## src/rtl/twi_shift_pkg.sv

```systemverilog
package twi_shift_pkg;
  localparam int BYTE_W = 8;
  localparam int STS_W  = 5;
  localparam int PSEL_W = 2;

  typedef enum logic [1:0] {
    REG_DATA = 2'd0,
    REG_STAT = 2'd1,
    REG_CTRL = 2'd2,
    REG_NONE = 2'd3
  } reg_sel_e;

  localparam int CTRL_GO_BIT    = 7;
  localparam int CTRL_XMIT_BIT  = 1;
  localparam int CTRL_ACKEN_BIT = 0;
endpackage

```

## src/rtl/twi_quarter_tick.sv

```systemverilog
module twi_quarter_tick
  import twi_shift_pkg::*;
#(
  parameter int QTR_CYC = 5
) (
  input  logic              clk,
  input  logic              rst_n,
  input  logic              run_i,
  input  logic [PSEL_W-1:0] psel_i,
  output logic              tick_o
);
  localparam int MAX_LIM = QTR_CYC * 64;
  localparam int CW      = $clog2(MAX_LIM + 1);

  logic [CW-1:0] cnt_q, cnt_d, limit;

  always_comb begin
    limit  = CW'(QTR_CYC) << {psel_i, 1'b0};
    tick_o = run_i && (cnt_q >= limit - CW'(1));
    if (!run_i || tick_o) cnt_d = '0;
    else                  cnt_d = cnt_q + CW'(1);
  end

  always_ff @(posedge clk or negedge rst_n) begin
    if (!rst_n) cnt_q <= '0;
    else        cnt_q <= cnt_d;
  end

  p_tick_bound_r10: assert property (@(posedge clk) disable iff (!rst_n)
    ($past(run_i) && $stable(psel_i)) |-> (cnt_q < limit));
endmodule

```

## src/rtl/twi_bit_engine.sv

```systemverilog
module twi_bit_engine
  import twi_shift_pkg::*;
#(
  parameter int W = BYTE_W
) (
  input  logic         clk,
  input  logic         rst_n,
  input  logic         start_i,
  input  logic         xmit_i,
  input  logic         ack_en_i,
  input  logic         tick_i,
  input  logic         load_en_i,
  input  logic [W-1:0] load_data_i,
  input  logic         sda_i,
  output logic         busy_o,
  output logic         done_o,
  output logic [W-1:0] data_o,
  output logic         sda_oe_o,
  output logic         scl_o,
  output logic         nack_o,
  output logic         arb_lost_o
);
  localparam int CNT_W = $clog2(W + 1);

  logic             busy_q, busy_d;
  logic [1:0]       phase_q, phase_d;
  logic [CNT_W-1:0] bitcnt_q, bitcnt_d;
  logic [W-1:0]     shreg_q, shreg_d;
  logic             samp_q, samp_d;
  logic             nack_q, nack_d;
  logic             arb_q, arb_d;
  logic             hold_q, hold_d;
  logic             last_bit;

  assign last_bit = (bitcnt_q == CNT_W'(W));

  always_comb begin
    busy_d   = busy_q;
    phase_d  = phase_q;
    bitcnt_d = bitcnt_q;
    shreg_d  = shreg_q;
    samp_d   = samp_q;
    nack_d   = nack_q;
    arb_d    = arb_q;
    hold_d   = hold_q;
    done_o   = 1'b0;
    if (start_i && !busy_q) begin
      busy_d   = 1'b1;
      phase_d  = 2'd0;
      bitcnt_d = '0;
      arb_d    = 1'b0;
    end else if (busy_q && tick_i) begin
      phase_d = phase_q + 2'd1;
      unique case (phase_q)
        2'd2: begin
          samp_d = sda_i;
          if (last_bit) nack_d = sda_i;
          else if (xmit_i && shreg_q[W-1] && !sda_i) arb_d = 1'b1;
        end
        2'd3: begin
          if (last_bit) begin
            busy_d = 1'b0;
            hold_d = 1'b1;
            done_o = 1'b1;
          end else begin
            shreg_d  = {shreg_q[W-2:0], samp_q};
            bitcnt_d = bitcnt_q + CNT_W'(1);
          end
        end
        default: ;
      endcase
    end
    if (load_en_i && !busy_q) shreg_d = load_data_i;
  end

  always_ff @(posedge clk or negedge rst_n) begin
    if (!rst_n) begin
      busy_q   <= 1'b0;
      phase_q  <= 2'd0;
      bitcnt_q <= '0;
      shreg_q  <= '1;
      samp_q   <= 1'b1;
      nack_q   <= 1'b0;
      arb_q    <= 1'b0;
      hold_q   <= 1'b0;
    end else begin
      busy_q   <= busy_d;
      phase_q  <= phase_d;
      bitcnt_q <= bitcnt_d;
      shreg_q  <= shreg_d;
      samp_q   <= samp_d;
      nack_q   <= nack_d;
      arb_q    <= arb_d;
      hold_q   <= hold_d;
    end
  end

  always_comb begin
    sda_oe_o = busy_q &&
      ((!last_bit && xmit_i && !arb_q && !shreg_q[W-1]) ||
       (last_bit && !xmit_i && ack_en_i));
    scl_o = busy_q ? phase_q[1] : !hold_q;
  end

  assign busy_o     = busy_q;
  assign data_o     = shreg_q;
  assign nack_o     = nack_q;
  assign arb_lost_o = arb_q;

  p_sda_moves_low_r4: assert property (@(posedge clk) disable iff (!rst_n)
    !$stable(sda_oe_o) |-> !scl_o);
  p_loss_quiet_r8: assert property (@(posedge clk) disable iff (!rst_n)
    arb_q |-> !sda_oe_o);
  p_bitcnt_cap_r5: assert property (@(posedge clk) disable iff (!rst_n)
    bitcnt_q <= CNT_W'(W));
  p_done_holds_r6: assert property (@(posedge clk) disable iff (!rst_n)
    done_o |=> (!busy_q && !scl_o));
endmodule

```

## src/rtl/twi_cpu_regs.sv

```systemverilog
module twi_cpu_regs
  import twi_shift_pkg::*;
(
  input  logic              clk,
  input  logic              rst_n,
  input  logic              wr_i,
  input  logic [1:0]        addr_i,
  input  logic [BYTE_W-1:0] wdata_i,
  output logic [BYTE_W-1:0] rdata_o,
  input  logic              busy_i,
  input  logic              done_i,
  input  logic [BYTE_W-1:0] data_i,
  input  logic [STS_W-1:0]  sts_code_i,
  output logic              start_o,
  output logic              load_en_o,
  output logic              xmit_o,
  output logic              ack_en_o,
  output logic [PSEL_W-1:0] psel_o,
  output logic              flag_o
);
  logic              flag_q, flag_d;
  logic              xmit_q, xmit_d;
  logic              acken_q, acken_d;
  logic [PSEL_W-1:0] psel_q, psel_d;
  logic [STS_W-1:0]  sts_q, sts_d;

  always_comb begin
    start_o   = wr_i && (addr_i == REG_CTRL) && wdata_i[CTRL_GO_BIT] && !busy_i;
    load_en_o = wr_i && (addr_i == REG_DATA) && flag_q;
    flag_d  = flag_q;
    xmit_d  = xmit_q;
    acken_d = acken_q;
    psel_d  = psel_q;
    sts_d   = sts_q;
    if (done_i) begin
      flag_d = 1'b1;
      sts_d  = sts_code_i;
    end else if (start_o) begin
      flag_d  = 1'b0;
      xmit_d  = wdata_i[CTRL_XMIT_BIT];
      acken_d = wdata_i[CTRL_ACKEN_BIT];
    end
    if (wr_i && (addr_i == REG_STAT)) psel_d = wdata_i[PSEL_W-1:0];
  end

  always_ff @(posedge clk or negedge rst_n) begin
    if (!rst_n) begin
      flag_q  <= 1'b0;
      xmit_q  <= 1'b0;
      acken_q <= 1'b0;
      psel_q  <= '0;
      sts_q   <= '1;
    end else begin
      flag_q  <= flag_d;
      xmit_q  <= xmit_d;
      acken_q <= acken_d;
      psel_q  <= psel_d;
      sts_q   <= sts_d;
    end
  end

  always_comb begin
    unique case (addr_i)
      REG_DATA: rdata_o = data_i;
      REG_STAT: rdata_o = {sts_q, 1'b0, psel_q};
      REG_CTRL: rdata_o = {flag_q, 5'b00000, xmit_q, acken_q};
      default:  rdata_o = '0;
    endcase
  end

  assign xmit_o   = xmit_q;
  assign ack_en_o = acken_q;
  assign psel_o   = psel_q;
  assign flag_o   = flag_q;

  p_flag_idle_r6: assert property (@(posedge clk) disable iff (!rst_n)
    flag_q |-> !busy_i);
  p_data_frozen_r6: assert property (@(posedge clk) disable iff (!rst_n)
    (flag_q && $past(flag_q) && !$past(load_en_o)) |-> $stable(data_i));
  p_start_clears_r3: assert property (@(posedge clk) disable iff (!rst_n)
    start_o |=> (!flag_q && busy_i));
endmodule

```

## src/rtl/twi_byte_shift.sv

```systemverilog
module twi_byte_shift
  import twi_shift_pkg::*;
#(
  parameter int QTR_CYC = 5
) (
  input  logic              clk,
  input  logic              arst_n,
  input  logic              cpu_wr_i,
  input  logic [1:0]        cpu_addr_i,
  input  logic [BYTE_W-1:0] cpu_wdata_i,
  output logic [BYTE_W-1:0] cpu_rdata_o,
  input  logic [STS_W-1:0]  sts_code_i,
  input  logic              sda_i,
  output logic              sda_oe_o,
  output logic              scl_o,
  output logic              irq_o,
  output logic              nack_o,
  output logic              arb_lost_o
);
  logic [1:0]        rst_sync_q;
  logic              rst_n;
  logic              start, load_en, xmit, ack_en, busy, done, tick;
  logic [PSEL_W-1:0] psel;
  logic [BYTE_W-1:0] data;

  always_ff @(posedge clk or negedge arst_n) begin
    if (!arst_n) rst_sync_q <= 2'b00;
    else         rst_sync_q <= {rst_sync_q[0], 1'b1};
  end
  assign rst_n = rst_sync_q[1];

  twi_cpu_regs u_regs (
    .clk(clk), .rst_n(rst_n),
    .wr_i(cpu_wr_i), .addr_i(cpu_addr_i), .wdata_i(cpu_wdata_i),
    .rdata_o(cpu_rdata_o), .busy_i(busy), .done_i(done), .data_i(data),
    .sts_code_i(sts_code_i), .start_o(start), .load_en_o(load_en),
    .xmit_o(xmit), .ack_en_o(ack_en), .psel_o(psel), .flag_o(irq_o)
  );

  twi_quarter_tick #(.QTR_CYC(QTR_CYC)) u_tick (
    .clk(clk), .rst_n(rst_n), .run_i(busy), .psel_i(psel), .tick_o(tick)
  );

  twi_bit_engine #(.W(BYTE_W)) u_engine (
    .clk(clk), .rst_n(rst_n), .start_i(start), .xmit_i(xmit),
    .ack_en_i(ack_en), .tick_i(tick), .load_en_i(load_en),
    .load_data_i(cpu_wdata_i), .sda_i(sda_i), .busy_o(busy), .done_o(done),
    .data_o(data), .sda_oe_o(sda_oe_o), .scl_o(scl_o), .nack_o(nack_o),
    .arb_lost_o(arb_lost_o)
  );
endmodule

```

## config.mk

```make
export PLATFORM = sky130hd
export DESIGN_NAME = twi_byte_shift
export DESIGN_NICKNAME = d
export VERILOG_FILES = /design/src/rtl/twi_shift_pkg.sv /design/src/rtl/twi_quarter_tick.sv /design/src/rtl/twi_bit_engine.sv /design/src/rtl/twi_cpu_regs.sv /design/src/rtl/twi_byte_shift.sv
export SDC_FILE = /design/constraint.sdc
export NUM_CORES = 1
export LEC_CHECK = 0
export BUFFER_PORTS_ARGS = -buffer_cell sky130_fd_sc_hd__buf_2
export CAP_MARGIN = 25
export CORE_UTILIZATION = 55
export DETAILED_ROUTE_END_ITERATION = 8
export PLACE_DENSITY_LB_ADDON = 0.1
export SLEW_MARGIN = 20
export SYNTH_ARGS = -nofsm -noshare
export SYNTH_HDL_FRONTEND = slang
export SYNTH_SLANG_ARGS = --single-unit
```

## constraint.sdc

```tcl
create_clock -name clk -period 2.4 [get_ports clk]
set_clock_uncertainty 0.05 [all_clocks]
set_input_delay 0.48 -clock clk [delete_from_list [all_inputs] [get_ports clk]]
set_output_delay 0.48 -clock clk [all_outputs]
set_load 0.005 [all_outputs]
```

==> metrics, run 1 <==
register area ~1000 sq um; R2R Setup Slk 40 ps; warning count from the yosys run 0; total grt overflow 0; Clock Power Share 25.4%; Post-Synth Adder-Cell Area 7.97%; Pins Over Slew Limit 0; VDD IR max slightly below 0.0005 V; Final setup violation count 0; Area growth syn-to-layout 21.6%; Critical R2R Capture u_engine.data_o[4]; Fmax ~0.42 GHz; share of post-route cells with drive strength above 1 40.3%; hpwl dp approximately 3.4 mm; slowest CP cell dfrtp_1; cell taking the most area after synthesis dfrtp_1; Simple-Gate Fraction of Synth Area ~16%; crit path from u_regs.psel_o[0]; # clock sinks 40; Max transition margin approximately three fifths; # IOs 32; final wirelength just under 5 mm; Switch Pwr approximately 750 uW; Final WS setup ~37 ps; buffers added on ports 31; R2R Path Start u_regs.psel_o[0]; crit path to u_engine.data_o[4]; drt via density 5.54; R2R cell count 10; placed insts 285; synthesized area 2200 sq um; Worst Setup Start Kind register; Final nets 290; Max-cap violations 0; Tot GR Track Use around 25%; CP max FO 8; main flop type after synthesis dfrtp_1; Sw Ratio around a third; most frequent cells after synthesis dfrtp_1 (26), nand2_1 (23), mux2_2 (22); Synth Instances roughly 210; Synth top area share about 30%; RSZ-0062 raised after global routing yes; full die area between 4000 and 5000 sq um; delay of the slowest critical-path stage 420 ps; number of synthesized flops with an enable pin 0; Die Width around 65 um; Tcrit/Tclk final a little over nine tenths; Core ar. roughly 3700 sq um; mux cell area share after synthesis around 16%; Die Ht between 60 and 70 um; Initial Util between 50% and 60%; Cell variety after synth 44; largest family of logic cells by synthesized area simple AND/OR/NAND/NOR gates; Async SR Flop Fraction 100%; clk root buf clkbuf_8; worst-path cell chain inv_2 > nand2_1 > ha_1 > and4_4 > o211ai_1 > a21oi_2 > a211oi_4 > buf_6 > nor2_4 > mux2_2; Tmin final between 2000 and 2500 ps; Rows 22; largest net degree at the start of global routing 39; Gate power share around a third; final hold slack 270 ps; CP Class register to register; Synth area leaders dfrtp_1 (30%), dfstp_2 (17%), mux2_2 (11%); WL per Instance approximately 16 um; synthesized flop and latch total 40; first-pass GRT wire length 7.69 mm; CTS Buf Count 5; Cell Pwr Density 812 nW/um^2; CTS tree yes; Synth Area in Compound Gates under 10%; worst slack at placement -53.1 ps; drt initial violations between 50 and 60; XOR/XNOR share of the synthesized area under 10%; Finished Layout Cells ~310; syn_area_per_cell approximately 11 sq um; Seq pwr share 42.5%; RePlAce Congestion between 0.7 and 0.8; fill count 281; most frequent cell after synthesis dfrtp_1; Req. time, crit path ~2600 ps; run status finished clean; final hold viol count 0; Reg clk slew, reported paths 80 ps; Hold Path Class register to async pin; initial antenna violation count 0; clk_lat worst skew around 290 ps; Worst Path Arrival ~2500 ps; DR DRC count 0; setup TNS 0 ps; htree depth 2; multi-input logic area 1140 sq um; number of global-route vias before repair 1666; post-synthesis sequential area ratio roughly 46%; antenna-violating nets left 0; TritonRoute pass-1 iters 4; Lkg Pwr between 1 and 1.5 nW; Slew @ Worst Pin 590 ps; Clock Tree Buf Depth 2; Power Internal roughly 1.4 mW; via count ~1700; diode count 0; crit end category register
sequential cells by signal (all words and copies together) (netlist names), 2 cells and up:
| signal | cells |
|---|---|
| u_regs.sts_q | 5 |
| u_tick.cnt_q | 9 |
| rst_sync_q | 2 |
| u_regs.psel_o | 2 |
| u_engine.bitcnt_q | 4 |
| u_engine.phase_q | 2 |
| u_engine.data_o | 8 |
worst min path at each step:
stage / endpoint / slack (ps) / depth (start not counted) / start
after global routing: u_engine.hold_q / 320 / 1 / rst_sync_q[1]
final: u_engine.phase_q[1] / 270 / 1 / rst_sync_q[1]
after global placement: rst_sync_q[1] / 210 / 1 / arst_n
after CTS: u_engine.phase_q[0] / 290 / 1 / rst_sync_q[1]
after floorplan: rst_sync_q[0] / 130 / 0 / arst_n
after detailed placement: rst_sync_q[0] / 220 / 1 / arst_n
per-layer routing:
metal | vias to the layer above | share of wire (%) | track usage (%)
met2 | 37 | 53 | 42.0
met4 | 0 | 1.0 | 8.15
li1 | 819 | - | -
met5 | - | 0 | 0
met1 | 833 | 42 | 30.5
met3 | 5 | 3.3 | 5.21
cell families after synthesis:
kind of cell	Yosys count
AO/OA/AOI/OAI	26
XOR/XNOR	7
adder cells (fa/ha/maj)	14
buffers and inverters	16
flip-flops	40
multiplexers	32
other	1
AND/OR/NAND/NOR	69
repair_timing:
item | 4_1_cts | 5_1_grt
gates cloned | 0 | 1
hold buffers | 1 | 0
pin swaps | 2 | 2
resized for setup | 1 | 8
hold endpoints to repair | 2 | 0
endpoints found under the setup margin | 15 | 15
setup buffers | 4 | 7
through the flow:
stage               power (mW)  util [%]  area, sq um
CTS                       2.11      68.9         2580
global route              2.30      71.4         2670
global placement          1.50      64.9         2430
floorplan                 1.36         -         2200
finish                    2.17      71.4         2670
detailed placement        1.55      64.9         2430
power groups by stage:
stage	combinational [mW]	clock, mW	sequential (mW)
6_report	0.698	0.551	0.922
5_1_grt	0.776	0.590	0.936
4_1_cts	0.635	0.563	0.916
3_5_place_dp	0.621	0	0.930
3_3_place_gp	0.582	0	0.920
2_1_floorplan	0.456	0	0.904
critical path, delay by kind of cell, from the launching register on:
kind | cells | cell delay [ps]
adders and majority gates | 1 | 300
DFF | 1 | 420
buffers and inverters | 2 | 260
AOI/OAI and AO/OA | 3 | 360
muxes | 1 | 370
and+or+nand+nor | 3 | 520
placed cells by master (no fill, tap or decap), drive strengths merged, types with 2 or more instances in the layout:
cell type,count
a21oi,4
buf,48
clkbuf,5
conb,2
dfrtp,26
dfstp,14
ha,14
inv,11
mux2,22
mux2i,10
nand2,24
nand3,8
nand4,2
nand4b,2
nor2,19
nor2b,2
nor3,3
o211ai,3
o21ai,10
o31ai,2
xnor2,3
xor2,4
layout make-up:
| class | instances | area share, % |
|---|---|---|
| Inverter | 11 | 1.54 |
| Timing Repair Buffer | 49 | 11.1 |
| Clock buffer | 5 | 2.57 |
| Clock inverter | 3 | 1.59 |
| Tap cell | 48 | 2.25 |
| Sequential cell | 40 | 38.1 |
| Multi-Input combinational cell | 150 | 42.8 |
No activity file was read; power rests on OpenSTA's default activity.
==> run 2: changes to the inputs <==
--- a/config.mk
+++ b/config.mk
@@ -7,9 +7,10 @@
 export LEC_CHECK = 0
 export BUFFER_PORTS_ARGS = -buffer_cell sky130_fd_sc_hd__buf_2
 export CAP_MARGIN = 25
-export CORE_UTILIZATION = 55
+export CORE_UTILIZATION = 40
 export DETAILED_ROUTE_END_ITERATION = 8
 export PLACE_DENSITY_LB_ADDON = 0.1
+export REMOVE_ABC_BUFFERS = 1
 export SLEW_MARGIN = 20
 export SYNTH_ARGS = -nofsm -noshare
 export SYNTH_HDL_FRONTEND = slang
==> metrics, run 2 (synthesis results as in run 1) <==
Fmax between 0.4 and 0.5 GHz; VDD IR max ~0.00034 V; Slew @ Worst Pin approximately 600 ps; buffers added on ports 31; Final nets 289; hpwl dp 3.27 mm; drt via density ~5; via count around 1600; share of post-route cells with drive strength above 1 around two fifths; Max-cap violations 0; antenna-violating nets left 0; crit end category register; htree depth 2; number of global-route vias before repair approximately 1600; clk root buf clkbuf_8; Tcrit/Tclk final between 90 and 100%; CP Class register to register; TritonRoute pass-1 iters 4; Worst Setup Start Kind register; setup TNS 0 ps; final core utilization a little over half; max reg flops 9; first-pass GRT wire length around 8 mm; Core ar. about 5200 sq um; commonest non-fill, non-tap cells in the layout buf_2 (31), dfrtp_1 (26), mux2_2 (22); met2 global-route usage 26.5%; diode count 0; busiest grt layer met2; Clock Tree Buf Depth 2; Final Power 2.14 mW; Worst Path Arrival 2500 ps; CTS tree yes; WL per Instance approximately 14 um; Req. time, crit path 2580 ps; Cell Pwr Density ~800 nW/um^2; Rows 26; CP max FO 8; final hold viol count 0; Tmin final ~2300 ps; total grt overflow 0; CTS Buf Count 5; Reg clk slew, reported paths 80 ps; Die Ht around 76 um; Final setup violation count 0; RSZ-0062 raised after global routing yes; final wirelength 4.58 mm; Initial Util around 42%; run status finished clean; DR DRC count 0; Most flops, register u_tick.cnt_q; grt met1 use between 20% and 30%; R2R cell count 10; clk_lat worst skew about 290 ps; # IOs 32; met3 GRT Util ~5%; initial antenna violation count 0; Lkg Pwr 1.34 nW; # clock sinks 40; Area growth syn-to-layout 23.9%; Hold Path Class register to async pin; Tot GR Track Use 17.2%; full die area a little under 6000 sq um; RePlAce Congestion between 0.7 and 0.8; drt initial violations 35; largest net degree at the start of global routing 39; Max transition margin between 50% and 60%; Pins Over Slew Limit 0; commonest non-fill, non-tap cell in the layout buf_2; Die Width between 70 and 80 um
## run 2: cell types whose count changed in the layout (fill, tap and decap cells not counted), sizes merged
cell      delta
clkbuf       +1
clkinvlp     -1
buf          -1
## run 2: worst max-delay path, stage by stage, from the launching register on
cell and delay (ps):
dfrtp_1 430, nand2_2 100, ha_4 280, and4_4 230
o211ai_1 100, a21oi_2 160, a211oi_4 60, buf_12 150
buf_6 130, or4b_1 490, nand2_1 80
## run 2: power breakdown
| part | switching, mW | internal (mW) | total [mW] | leakage, nW |
|---|---|---|---|---|
| logic | 0.352 | 0.332 | 0.684 | 0.805 |
| clock network | 0.232 | 0.309 | 0.541 | 0.0552 |
| registers | 0.116 | 0.798 | 0.914 | 0.479 |
| total | 0.700 | 1.44 | 2.14 | 1.34 |
## run 2: per-layer routing
metal | part of all wire [%] | vias to the layer above
li1 | - | 814
met1 | 50 | 770
met2 | 46 | 18
met3 | 3.4 | 6
met4 | 1.0 | 0
met5 | 0 | -
## run 2: area by class of cell
| type | instances | area (sq um) |
|---|---|---|
| fill | 509 | 2480 |
| multi-input combinational | 150 | 1150 |
| sequential | 40 | 1020 |
| timing repair buffer | 48 | 314 |
| tap | 70 | 87.6 |
| clock buffer | 6 | 72.6 |
| inverter | 11 | 41.3 |
| clock inverter | 2 | 35.0 |
## run 2: timing repair
action | 4_1_cts | 5_1_grt
pin swaps | 1 | 2
hold buffers | 1 | 0
setup endpoints to repair | 5 | 18
buffers inserted | 0 | 4
hold endpoints to repair | 2 | 0
resized for setup | 0 | 8
## run 2: stage by stage
step	std cells	hold slack [ps]	area (sq um)	worst slack, ps
2_1_floorplan	201	134	2180	137
3_3_place_gp	314	214	2520	43.7
3_5_place_dp	314	215	2520	-7.35
4_1_cts	323	276	2640	28.2
5_1_grt	327	314	2720	-57.0
6_report	327	243	2720	80.9
## run 2: worst paths after layout
| check | startpoint | end | slack (ps) |
|---|---|---|---|
| setup / recovery | u_regs.psel_o[1] | u_engine.bitcnt_q[3] | 80 |
| hold / removal | rst_sync_q[1] | u_engine.phase_q[1] | 240 |
| setup reg to reg | u_regs.psel_o[1] | u_engine.bitcnt_q[3] | 80 |
| hold reg to reg | rst_sync_q[1] | u_engine.phase_q[1] | 240 |
| max in group asynchronous | rst_sync_q[1] | u_engine.data_o[0] | 1690 |
| min in group clk | rst_sync_q[0] | rst_sync_q[1] | 310 |
==> run 3: changes to the inputs <==
--- a/config.mk
+++ b/config.mk
@@ -5,12 +5,11 @@
 export SDC_FILE = /design/constraint.sdc
 export NUM_CORES = 1
 export LEC_CHECK = 0
-export BUFFER_PORTS_ARGS = -buffer_cell sky130_fd_sc_hd__buf_2
+export BUFFER_PORTS_ARGS = -buffer_cell sky130_fd_sc_hd__buf_4
 export CAP_MARGIN = 25
 export CORE_UTILIZATION = 40
 export DETAILED_ROUTE_END_ITERATION = 8
 export PLACE_DENSITY_LB_ADDON = 0.1
-export REMOVE_ABC_BUFFERS = 1
 export SLEW_MARGIN = 20
 export SYNTH_ARGS = -nofsm -noshare
 export SYNTH_HDL_FRONTEND = slang
==> metrics, run 3 (synthesis results as in run 1) <==
DR DRC count 0; # clock sinks 40; Slew @ Worst Pin about 600 ps; Die Ht approximately 76 um; # IOs 32; slowest CP cell dfrtp_1; hpwl dp between 3 and 4 mm; Lkg Pwr between 1 and 1.5 nW; Rows 26; buffers added on ports 31; Finished Layout Cells 330; clk root buf clkbuf_8; drt initial violations 34; antenna-violating nets left 0; R2R Setup Slk 70 ps; number of global-route vias before repair about 1700; Hold Path Class register to async pin; delay of the slowest critical-path stage between 400 and 500 ps; worst slack at placement -1.55 ps; share of post-route cells with drive strength above 1 42.7%; Worst Path Arrival 2510 ps; commonest non-fill, non-tap cell in the layout buf_4; via count about 1700; Pins Over Slew Limit 0; CP max FO 8; Req. time, crit path ~2600 ps; Final nets 292; Reg clk slew, reported paths ~90 ps; largest net degree at the start of global routing 39; placed insts 315; drt via density 5.08; CP Class register to register; RePlAce Congestion between 0.7 and 0.8; Initial Util a little over two fifths; first-pass GRT wire length slightly below 8 mm; Gate power share between 30% and 40%; worst-path cell chain inv_2 > nand2_2 > ha_4 > and4_4 > o211ai_1 > a21oi_2 > a211oi_4 > buf_12 > nor3_4 > mux2_2; TritonRoute pass-1 iters 4; crit end category register; htree depth 2; CTS Buf Count 5; final hold viol count 0; Max transition margin around three fifths; initial antenna violation count 0; Core ar. ~5200 sq um; full die area 5790 sq um; Switch Pwr approximately 760 uW; Seq pwr share ~43%; Cell Pwr Density about 760 nW/um^2; Clock Power Share 21.3%; Max-cap violations 0; Final WS setup approximately 75 ps; commonest non-fill, non-tap cells in the layout buf_4 (45), dfrtp_1 (25), mux2_2 (22); Largest delay share family, worst path simple AND/OR/NAND/NOR gates; Die Width about 76 um; total grt overflow 0; CTS tree yes; diode count 0; Worst Setup Start Kind register; Power Internal ~1.4 mW; VDD IR max 0.000411 V; Most flops, register u_tick.cnt_q; Tcrit/Tclk final approximately 97%; run status finished clean; Clock Tree Buf Depth 2; WL per Instance roughly 14 um; clk_lat worst skew 300 ps; Final setup violation count 0; Tot GR Track Use around 17%; setup TNS 0 ps; Sw Ratio a little over a third; final wirelength approximately 4.7 mm; Tmin final approximately 2300 ps; RSZ-0062 raised after global routing yes; max reg flops 9; Fmax around 0.43 GHz; Area growth syn-to-layout 29.7%; CP bufs+invs 2
[run 3: final timing paths]
kind | start | endpoint | cells after the start
max | u_regs.psel_o[0] | u_regs.sts_q[0] | 10
min | rst_sync_q[1] | u_engine.phase_q[0] | 1
max reg2reg | u_regs.psel_o[0] | u_regs.sts_q[0] | 10
min reg2reg | rst_sync_q[1] | u_engine.phase_q[0] | 1
max in group asynchronous | rst_sync_q[1] | u_regs.psel_o[1] | 1
min in group clk | rst_sync_q[0] | rst_sync_q[1] | 0
[run 3: per-layer routing]
| layer | global-route usage [%] | up-vias | part of all wire [%] |
|---|---|---|---|
| li1 | - | 820 | - |
| met1 | 21.9 | 820 | 47 |
| met2 | 28.4 | 32 | 48 |
| met3 | 3.83 | 5 | 3.3 |
| met4 | 4.62 | 0 | 1.2 |
| met5 | 0 | - | 0 |
[run 3: area by class of cell]
class,count,area [sq um]
Multi-Input combinational cell,150,1180
Timing Repair Buffer,51,430
Tap cell,70,87.6
Fill cell,495,2360
Sequential cell,40,1020
Clock buffer,5,68.8
Clock inverter,3,22.5
Inverter,11,41.3
[run 3: timing repair]
| action | in CTS | in global routing |
|---|---|---|
| buffers inserted | 0 | 5 |
| setup endpoints to repair | 1 | 18 |
| resized for setup | 0 | 15 |
| hold buffers | 1 | 0 |
| hold endpoints to repair | 2 | 0 |
| pin swaps | 1 | 5 |
| cloned | 0 | 1 |
[run 3: stage by stage]
step	area [sq um]	util, %	hold slack (ps)	total power, mW
after global routing	2850	54.7	308	2.33
after CTS	2710	52.0	263	2.08
after detailed placement	2610	50.1	213	1.61
after floorplan	2200	-	134	1.36
after global placement	2610	50.1	212	1.59
final	2850	54.7	241	2.17
[run 3: power by group through the flow]
stage	Clock [mW]	Combinational, mW	Sequential (mW)
global placement	0	0.665	0.923
global route	0.502	0.885	0.946
floorplan	0	0.456	0.904
detailed placement	0	0.680	0.925
CTS	0.480	0.684	0.914
finish	0.463	0.785	0.923
